`src/rtl/mul8_ct_pkg.sv`:
```
package mul8_ct_pkg;
  localparam int unsigned OP_W         = 8;
  localparam int unsigned PROD_W       = 2 * OP_W;
  localparam int unsigned ROWS         = OP_W;
  localparam int unsigned ROWS_PER_CSA = 4;
  localparam int unsigned L1_GROUPS    = ROWS / ROWS_PER_CSA;
  localparam int unsigned L1_ROWS      = 2 * L1_GROUPS;

  typedef logic [OP_W-1:0]   op_t;
  typedef logic [PROD_W-1:0] prod_t;

  // {carry, sum} of three bits
  function automatic logic [1:0] full_add(input logic x, input logic y, input logic z);
    return {(x & y) | (x & z) | (y & z), x ^ y ^ z};
  endfunction

  // partial product row idx, already shifted to its weight
  function automatic prod_t pp_row(input op_t a, input op_t b, input int unsigned idx);
    prod_t r;
    r = prod_t'(a & {OP_W{b[idx]}});
    return r << idx;
  endfunction

  function automatic prod_t add4(input prod_t w, input prod_t x, input prod_t y, input prod_t z);
    return w + x + y + z;
  endfunction
endpackage

```
`src/rtl/mul8_ct_pparray.sv`:
```
module mul8_ct_pparray
  import mul8_ct_pkg::*;
(
  input  op_t                            a,
  input  op_t                            b,
  output logic [ROWS-1:0][PROD_W-1:0]    rows
);
  for (genvar i = 0; i < ROWS; i++) begin : g_row
    assign rows[i] = pp_row(a, b, i);
  end
endmodule

```
`src/rtl/mul8_ct_csa42_row.sv`:
```
module mul8_ct_csa42_row #(
  parameter int unsigned N = 16
) (
  input  logic [N-1:0] in0,
  input  logic [N-1:0] in1,
  input  logic [N-1:0] in2,
  input  logic [N-1:0] in3,
  output logic [N-1:0] sum,
  output logic [N-1:0] carry
);
  import mul8_ct_pkg::full_add;

  // lateral carries between neighbouring columns; top one leaves the word
  logic [N-2:0] lat;

  assign carry[0] = 1'b0;

  for (genvar i = 0; i < N; i++) begin : g_col
    logic [1:0] fa_hi;
    logic [1:0] fa_lo;
    logic       lat_in;

    if (i == 0) begin : g_first
      assign lat_in = 1'b0;
    end else begin : g_next
      assign lat_in = lat[i-1];
    end

    // first adder sees only column inputs: lateral out never waits on lateral in
    assign fa_hi  = full_add(in0[i], in1[i], in2[i]);
    assign fa_lo  = full_add(fa_hi[0], in3[i], lat_in);
    assign sum[i] = fa_lo[0];

    if (i < N - 1) begin : g_up
      assign lat[i]     = fa_hi[1];
      assign carry[i+1] = fa_lo[1];
    end
  end
endmodule

```
`src/rtl/mul8_ct.sv`:
```
module mul8_ct
  import mul8_ct_pkg::*;
(
  input  logic              clk,
  input  logic              rst_n,
  input  logic              in_valid,
  input  logic [OP_W-1:0]   in_a,
  input  logic [OP_W-1:0]   in_b,
  output logic              out_valid,
  output logic [PROD_W-1:0] out_product
);
  logic [ROWS-1:0][PROD_W-1:0]    pp_rows;
  logic [L1_ROWS-1:0][PROD_W-1:0] l1_rows;
  logic [L1_ROWS-1:0][PROD_W-1:0] s1_rows;
  logic                           s1_valid;
  prod_t                          l2_sum, l2_carry;
  prod_t                          s2_sum, s2_carry;
  logic                           s2_valid;
  prod_t                          final_sum;

  mul8_ct_pparray u_pp (
    .a    (in_a),
    .b    (in_b),
    .rows (pp_rows)
  );

  // level 1: each group of four partial-product rows becomes two
  for (genvar g = 0; g < L1_GROUPS; g++) begin : g_lvl1
    mul8_ct_csa42_row #(.N(PROD_W)) u_csa (
      .in0   (pp_rows[ROWS_PER_CSA*g]),
      .in1   (pp_rows[ROWS_PER_CSA*g+1]),
      .in2   (pp_rows[ROWS_PER_CSA*g+2]),
      .in3   (pp_rows[ROWS_PER_CSA*g+3]),
      .sum   (l1_rows[2*g]),
      .carry (l1_rows[2*g+1])
    );
  end

  always_ff @(posedge clk or negedge rst_n) begin
    if (!rst_n) begin
      s1_rows  <= '0;
      s1_valid <= 1'b0;
    end else begin
      s1_rows  <= l1_rows;
      s1_valid <= in_valid;
    end
  end

  // level 2: the four registered rows become two
  mul8_ct_csa42_row #(.N(PROD_W)) u_lvl2 (
    .in0   (s1_rows[0]),
    .in1   (s1_rows[1]),
    .in2   (s1_rows[2]),
    .in3   (s1_rows[3]),
    .sum   (l2_sum),
    .carry (l2_carry)
  );

  always_ff @(posedge clk or negedge rst_n) begin
    if (!rst_n) begin
      s2_sum   <= '0;
      s2_carry <= '0;
      s2_valid <= 1'b0;
    end else begin
      s2_sum   <= l2_sum;
      s2_carry <= l2_carry;
      s2_valid <= s1_valid;
    end
  end

  assign final_sum = s2_sum + s2_carry;

  always_ff @(posedge clk or negedge rst_n) begin
    if (!rst_n) begin
      out_product <= '0;
      out_valid   <= 1'b0;
    end else begin
      out_product <= final_sum;
      out_valid   <= s2_valid;
    end
  end
endmodule

```
`config.mk`:
```
export PLATFORM = sky130hd
export DESIGN_NAME = mul8_ct
export DESIGN_NICKNAME = d
export VERILOG_FILES = /design/src/rtl/mul8_ct_pkg.sv /design/src/rtl/mul8_ct_pparray.sv /design/src/rtl/mul8_ct_csa42_row.sv /design/src/rtl/mul8_ct.sv
export SDC_FILE = /design/constraint.sdc
export NUM_CORES = 1
export LEC_CHECK = 0
export ABC_AREA = 1
export CAP_MARGIN = 20
export CORE_MARGIN = 4
export CORE_UTILIZATION = 35
export CTS_CLUSTER_SIZE = 30
export DETAILED_ROUTE_END_ITERATION = 10
export MAX_ROUTING_LAYER = met4
export PLACE_DENSITY = 0.52
export SYNTH_ARGS = -nofsm -noshare
export SYNTH_HDL_FRONTEND = slang
export SYNTH_SLANG_ARGS = --single-unit
export TNS_END_PERCENT = 20
```
`constraint.sdc`:
```
create_clock -name clk -period 1.4 [get_ports clk]
set_input_delay 0.21 -clock clk [delete_from_list [all_inputs] [get_ports clk]]
set_output_delay 0.21 -clock clk [all_outputs]
set_load 0.01 [all_outputs]
```
After elaboration in Yosys (flattened, before gate mapping):

Cells that the tools add are included.

* $add $sub $neg: 1
* bitwise gates (word level): 463

Operators by type and width (number)
* bitwise AND 1 bit: 155
* bitwise OR 1 bit: 122
* bitwise XOR 1 bit: 116
* bitwise AND 8 bit: 8
* bitwise AND 1 bit (both inputs constant): 20
* adder 16 bit: 1
* bitwise XOR 1 bit (second input constant): 14
* bitwise AND 1 bit (first input constant): 12
* bitwise XOR 1 bit (both inputs constant): 10
* bitwise AND 1 bit (second input constant): 4
* bitwise XOR 1 bit (first input constant): 2

* register bits after elaboration: 96
* input bits: 19
* output and inout bits: 17
* logic and storage cells: 474

Logic depth before layout (Yosys ltp):

Gate-level depths: netlist of the first run.

* depth after elaboration: 7
* gate-level depth with buffers: 9
* depth with buffers taken out: 9

Modules after synthesis:

From an unflattened synthesis of the first run, not the netlist that was laid out.

* cells, all modules: 638
* area, all modules: 6861.6 µm²

By module, submodules not included
* mul8_ct: times used 1, cells each 291, area an instance 3808.7 µm², sequential area each 2877.8 µm²
* mul8_ct_csa42_row: times used 3, cells each 46, area an instance 669.4 µm², sequential area each 0.0 µm²
* mul8_ct_pparray: times used 1, cells each 209, area an instance 1044.8 µm², sequential area each 0.0 µm²

Worst setup path after synthesis of the first run:

No wires, ideal clock.

* kind: in2reg
* start point: input in_b[5]
* end point: register s1_rows[42] (netlist bit)
* setup time: 0.135 ns
* arrival: 1.465 ns
* data required time: 1.265 ns
* setup slack: -0.200 ns
* stages: 5
* buffers on the path: 1
* cells stage by stage: clkbuf_1 > nand2_1 > inv_1 > fa_1 > fa_1

* word-level cells in the longest chain between the ends: 5
* elaborated cells on any way between the ends: 9
* classes of those cells: bitwise: 9

RTL lines
* from (decl): line mul8_ct.sv:8 `input logic [OP_W-1:0] in_b,`
* bitwise AND 8 bit (*): line mul8_ct_pkg.sv:20 `r = prod_t'(a & {OP_W{b[idx]}});`
* bitwise XOR 1 bit or bitwise AND 1 bit (tied branches): line mul8_ct_pkg.sv:14 `return {(x & y) | (x & z) | (y & z), x ^ y ^ z};`
* bitwise XOR 1 bit or bitwise OR 1 bit (tied branches) (2 in series): line mul8_ct_pkg.sv:14
* bitwise XOR 1 bit (*): line mul8_ct_pkg.sv:14
* via g_lvl1[1].u_csa.sum[10]: line mul8_ct_csa42_row.sv:8 `output logic [N-1:0] sum,`
* to (signal assigned): line mul8_ct.sv:44 `s1_rows <= l1_rows;`
* to (decl): line mul8_ct.sv:14 `logic [L1_ROWS-1:0][PROD_W-1:0] s1_rows;`

Mark *: on every way through the listed nets, which the timed path passes. The rest lies on a longest branch.

Final worst setup path of the first run:

* start point: register s1_rows[42] (netlist bit)
* end point: register s2_sum[10]

* word-level cells in the longest chain between the ends: 3

RTL lines
* bitwise XOR 1 bit (3 in series): line mul8_ct_pkg.sv:14
* via l2_sum[10]: line mul8_ct.sv:16 `prod_t l2_sum, l2_carry;`
* to (signal assigned): line mul8_ct.sv:65 `s2_sum <= l2_sum;`
* to (decl): line mul8_ct.sv:17 `prod_t s2_sum, s2_carry;`

The timed path passes the listed nets, and every way through them passes these cells.

==> results.txt, run 1 <==
Hold path start: in_a[7]
Setup CP Type: flop to flop
Max-cap viol count: 0
Final hold viol count: 0
Fmax: 669 MHz
Layout area overhead: 26.4%
Critical path data required time: 1.60 ns
Final #Nets: 524
Antenna Nets Post-Route: 0
Iteration-0 DRC Markers: 103
Mapped Area: 0.00415 mm2
Final worst slack: -0.0949 ns
Core area: 0.0115 mm2
Reg2reg start: s1_rows[42]
Post-synth top area cell: dfrtp_1
Port Buf Inserts: 35
YS warnings: 0
Endpoints failing setup: 6
All-layer global routing usage: 11.4%
Clk_skew: 0.00572 ns
First-pass GRT wire length: 11.6 mm
Most common cell after layout, fill and taps aside: nand2_1
Startpoint Class: flop
Pleak: 0.00302 uW
Gr busiest metal: met2
DIE WIDTH: 117 um
FF-to-FF End: s2_sum[10]
DP HPWL: 5.29 mm
Worst-margin pin slew: 0.437 ns
Initial antenna violation count: 0
Seq/Total Area, Yosys: 50.0%
Worst-skew pair later-pin latency: 0.33 ns
Syn nets: 475
Placer Congestion: 0.823
Clock slew at reported path FFs: 0.06 ns
RSZ-0062 raised after global routing: true
Area contributors post-synth: dfrtp_1 (50%), fa_1 (19%), nand2_1 (9.3%)
Worst Hold End: s1_rows[46]
Slew headroom: 70.8%
Gr ovfl total: 0
1st-pass router iterations: 4
Status: finished with violations
Rows: 39
Reg2reg setup slack: -0.09 ns
Failing checks: setup timing
Via/cell ratio: 4.23
Place WS: -0.753 ns
Critical Path End Type: flop
Clk sinks: 83
Met2 Track Usage GR: 17.3%
Type of the worst min-delay path: input port to flop
Initial Utilization: 36.0%
Post-synthesis cell count: 394
Setup TNS Final: -0.363 ns
Io pins: 36
VDD IR max: 0.704 mV
FF-to-FF path depth: 2
Met1 Use GR: 14.9%
Max FO, Critical Path: 1
Arr. time, crit path: 1.70 ns
Minimum clock period: 1.49 ns
Cts bufs inserted: 9
Routed length per instance: 11.7 um
Vias: 2501
Power per Cell Area: 1630 mW/mm2
N_diodes: 0
Met3 usage: 2.31%
Share of layout cells above drive strength 1: 17.2%
Yosys cell types: 16
CTS Buffer Depth: 2
Root buffer cell: clkbuf_16
Die area: 0.0137 mm2
Hold Crit Depth: 4
Remaining DRCs: 0
Number of global-route vias before repair: 2571
Final period util: 107%
Syn Area/Cell: 10.5 um2
FF+latch count, synth: 83
Die height: 117 um
# H-tree levels: 3
CTS tree: done
Final wirelength: 6.89 mm
Commonest cells after routing, fill and taps aside: nand2_1 (100), inv_1 (94), dfrtp_1 (83)
Final Slew Violations: 0
Post-synth top area share: 50.0%
Largest net degree at the start of global routing: 84
-- state kept, by name (all words and copies together) (netlist names) --
signal / count
out_product: 16
s2_sum: 15
s2_valid: 1
s1_valid: 1
out_valid: 1
s2_carry: 11
s1_rows: 38
-- power by group --
group          internal (uW)  switching (uW)  total, uW  leakage [uW]
clock network           1780             889       2670      0.000169
registers               2970             256       3220       0.00103
logic                   1310            1360       2670       0.00181
-- how the worst max path moves through the flow --
stage | start | end | slack [ns] | cells after the start
floorplan | in_a[3] | s1_rows[5] | -0.13 | 5
global placement | in_b[6] | s1_rows[43] | -0.75 | 5
CTS | s2_sum[5] | out_product[13] | -0.11 | 8
finish | s1_rows[42] | s2_sum[10] | -0.09 | 2
global route | s2_sum[5] | out_product[13] | -0.14 | 8
detailed placement | in_b[2] | s1_rows[8] | -0.75 | 8
-- repair_timing --
action                     4_1_cts  5_1_grt
pin swaps                        3       15
setup endpoints to repair       58       36
hold buffers                     1        0
setup buffers                    0        1
hold endpoints to repair        83        0
resized for setup               60       29
-- kinds of logic after synthesis --
family	synth area share, %
flip-flops	50.0
AO/OA/AOI/OAI	0.482
adder cells (fa/ha/maj)	25.7
AND/OR/NAND/NOR	12.7
buffers and inverters	9.95
XOR/XNOR	1.05
-- layout make-up --
type | instances | area, um2
clock inverters | 5 | 100
clock buffers | 11 | 243
fillers | 1091 | 6270
repair buffers | 54 | 499
inverters | 94 | 353
flip-flops and latches | 83 | 2080
well taps | 143 | 179
multi-input cells | 201 | 1800
-- synth_stat cells --
cell	n
nand3_2	1
or2_2	1
fa_1	39
nand2_2	3
a21oi_1	4
nand2_1	103
dfrtp_1	83
ha_1	23
nor2_1	7
xnor2_1	1
clkbuf_1	16
nor2_2	3
nand4_1	2
inv_1	94
nand3_1	10
xor2_1	4
-- through the flow --
step / instances / util (%) / hold slack [ns] / total power (uW) / area (um2)
global route: 591 / 45.6 / 0.305 / 9180 / 5250
detailed placement: 573 / 41.3 / 0.275 / 5700 / 4760
global placement: 573 / 41.3 / 0.273 / 5680 / 4760
floorplan: 394 / - / -0.0856 / 4700 / 4230
CTS: 590 / 44.6 / 0.321 / 8430 / 5130
finish: 591 / 45.6 / 0.291 / 8570 / 5250
-- layer usage --
| metal | part of all wire [%] | up-vias |
|---|---|---|
| li1 | - | 1222 |
| met1 | 46 | 1230 |
| met2 | 49 | 38 |
| met3 | 3.0 | 11 |
| met4 | 2.1 | 0 |
| met5 | 0 | - |
-- worst max-delay path, stage by stage (launching register included) --
cell and delay (ns):
dfrtp_1 0.39, fa_2 0.57, fa_1 0.40
(Power assumes the default switching activity.)
==> inputs of run 2 (changes only) <==
--- a/config.mk
+++ b/config.mk
@@ -12,7 +12,6 @@
 export CTS_CLUSTER_SIZE = 30
 export DETAILED_ROUTE_END_ITERATION = 10
 export MAX_ROUTING_LAYER = met4
-export PLACE_DENSITY = 0.52
 export SYNTH_ARGS = -nofsm -noshare
 export SYNTH_HDL_FRONTEND = slang
 export SYNTH_SLANG_ARGS = --single-unit
==> run 2 against run 1 <==
The flow still finishes with violations (setup timing). Highest routed layer unchanged. First-iteration DRC count is 50% higher. Clock-buffer cell count is 1 lower. Total power is 5.1% lower. Wire length is 0.65% higher. Final area hardly changed. Sequential share of layout area hardly changed. Die area stayed put. Clock skew is 0.00059 ns higher. Register-to-register slack hardly changed. Global-route usage is 0.12 points higher.
==> results.txt, run 2 (same netlist as run 1, synthesis figures left out) <==
DIE WIDTH: 117 um (unchanged)
Iteration-0 DRC Markers: 155 (was 103)
Root buffer cell: clkbuf_16 (unchanged)
Hold Crit Depth: 4 (unchanged)
Final wirelength: 6.94 mm (was 6.89 mm)
Buf/Inv on CP: 0 (unchanged)
Commonest cells after routing, fill and taps aside: nand2_1 (98), inv_1 (93), dfrtp_1 (83) (was nand2_1 (100), inv_1 (94), dfrtp_1 (83))
Post-DP Area: 0.00480 mm2 (was 0.00476 mm2)
Port Buf Inserts: 35 (unchanged)
Max FFs per register: 38 (unchanged)
Psw: 2610 uW (was 2500 uW)
Clk sinks: 83 (unchanged)
Share of power burned in registers: 39.8% (was 37.6%)
Core area: 0.0115 mm2 (unchanged)
Initial antenna violation count: 0 (unchanged)
Antenna Nets Post-Route: 0 (unchanged)
Cts bufs inserted: 9 (unchanged)
Worst-margin pin slew: 0.311 ns (was 0.437 ns)
Gr busiest metal: met2 (unchanged)
Area of the multi-input gates: 0.00183 mm2 (was 0.00180 mm2)
First-pass GRT wire length: 11.8 mm (was 11.6 mm)
Final worst slack: -0.0934 ns (was -0.0949 ns)
Met2 Track Usage GR: 17.3% (unchanged)
Gr ovfl total: 0 (unchanged)
CP max stage cell: fa_2 (unchanged)
Met3 usage: 2.72% (was 2.31%)
Placer Congestion: 0.836 (was 0.823)
CP max stage delay: 0.58 ns (was 0.57 ns)
DP HPWL: 5.30 mm (was 5.29 mm)
Final #Nets: 528 (was 524)
Layout area overhead: 26.4% (about the same)
Largest regs: s1_rows (38), out_product (16), s2_sum (15) (unchanged)
Share of layout cells above drive strength 1: 18.4% (was 17.2%)
Max-cap viol count: 0 (unchanged)
Vias: 2508 (was 2501)
Clk pwr share: 26.6% (was 31.2%)
Largest net degree at the start of global routing: 41 (was 84)
Arr. time, crit path: 1.70 ns (about the same)
Fill count: 1053 (was 1091)
Minimum clock period: 1.49 ns (about the same)
Fmax: 670 MHz (was 669 MHz)
Final hold viol count: 0 (unchanged)
Initial Utilization: 36.0% (unchanged)
Setup CP Type: flop to flop (unchanged)
Rows: 39 (unchanged)
1st-pass router iterations: 4 (unchanged)
Final period util: 107% (about the same)
Die area: 0.0137 mm2 (unchanged)
Worst path top cell family by delay: adder cells (unchanged)
N_diodes: 0 (unchanged)
Clk_skew: 0.00631 ns (was 0.00572 ns)
CTS tree: done (unchanged)
Most common cell after layout, fill and taps aside: nand2_1 (unchanged)
Io pins: 36 (unchanged)
Number of global-route vias before repair: 2505 (was 2571)
Worst path cell trace: fa_2 > fa_1 (unchanged)
Final Slew Violations: 0 (unchanged)
FF-to-FF path depth: 2 (unchanged)
Critical path data required time: 1.61 ns (was 1.60 ns)
Startpoint Class: flop (unchanged)
Slew headroom: 79.2% (was 70.8%)
Worst hold margin: 0.273 ns (was 0.291 ns)
Via/cell ratio: 4.22 (was 4.23)
Critical Path End Type: flop (unchanged)
Met1 Use GR: 15.4% (was 14.9%)
CTS Buffer Depth: 2 (unchanged)
Clock slew at reported path FFs: 0.06 ns (about the same)
CP Depth: 2 (unchanged)
Routed length per instance: 11.7 um (about the same)
Endpoints failing setup: 6 (unchanged)
Max FO, Critical Path: 1 (unchanged)
Pleak: 0.00298 uW (was 0.00302 uW)
Power per Cell Area: 1550 mW/mm2 (was 1630 mW/mm2)
Register area: 0.00208 mm2 (unchanged)
Reg with most FFs: s1_rows (unchanged)
Remaining DRCs: 0 (unchanged)
RSZ-0062 raised after global routing: true (unchanged)
Die height: 117 um (unchanged)
All-layer global routing usage: 11.5% (was 11.4%)
VDD IR max: 0.854 mV (was 0.704 mV)
Failing checks: setup timing (unchanged)
Internal power: 5520 uW (was 6070 uW)
# H-tree levels: 3 (unchanged)
Design area: 0.00525 mm2 (about the same)
Combinational group share of total power: 33.6% (was 31.2%)
Sw Share: 32.1% (was 29.2%)
Status: finished with violations (unchanged)
Type of the worst min-delay path: input port to flop (unchanged)
Worst-skew pair later-pin latency: 0.33 ns (about the same)
## run 2: final timing paths
| path | slack (ns) | to | startpoint |
|---|---|---|---|
| min in group asynchronous | 0.29 | out_product[11] | rst_n |
| worst min register to register | 0.35 | out_valid | s2_valid |
| worst max register to register | -0.09 | s2_sum[10] | s1_rows[10] |
| worst min-delay path | 0.27 | s1_rows[0] | in_b[0] |
| max in group asynchronous | 0.65 | s1_rows[10] | rst_n |
| worst max-delay path | -0.09 | s2_sum[10] | s1_rows[10] |
## run 2: worst register-to-register path: stages (launching register included)
cell	delay [ns]
dfrtp_1	0.39
fa_2	0.58
fa_1	0.41
## run 2: final cells by class
class | count | share of cell area (%)
Inverter | 94 | 6.73
Clock inverter | 6 | 0.930
Tap cell | 143 | 3.41
Sequential cell | 83 | 39.6
Timing Repair Buffer | 58 | 10.2
Clock buffer | 10 | 4.36
Multi-Input combinational cell | 201 | 34.8
## run 2: per-stage QoR
stage	utilization, %	setup TNS [ns]	instances	worst slack, ns	total power (uW)
2_1_floorplan	-	-1.95	394	-0.130	4700
3_5_place_dp	41.7	-21.92	577	-0.789	5710
3_3_place_gp	41.7	-21.00	577	-0.763	5670
5_1_grt	45.6	-1.30	595	-0.128	8790
6_report	45.6	-0.342	595	-0.0934	8130
4_1_cts	44.2	-0.593	594	-0.100	7840
## run 2: timing repair
action | CTS | global route
setup endpoints to repair | 63 | 37
endpoints found under the hold margin | 15 | 0
pin swaps | 6 | 7
buffers inserted | 0 | 1
hold buffers | 1 | 0
resized for setup | 61 | 30
## run 2: layer usage
layer | part of all wire, % | wire length (um) | vias to the layer above
li1 | - | - | 1233
met1 | 45 | 3130 | 1214
met2 | 48 | 3340 | 46
met3 | 4.1 | 282 | 15
met4 | 2.7 | 185 | 0
met5 | 0 | 0 | -
## run 2: power groups by stage
stage	clock network (uW)	registers (uW)	logic [uW]
6_report	2160	3230	2740
5_1_grt	2370	3310	3110
4_1_cts	2240	3150	2440
3_5_place_dp	0	3200	2510
3_3_place_gp	0	3200	2470
2_1_floorplan	0	3270	1430
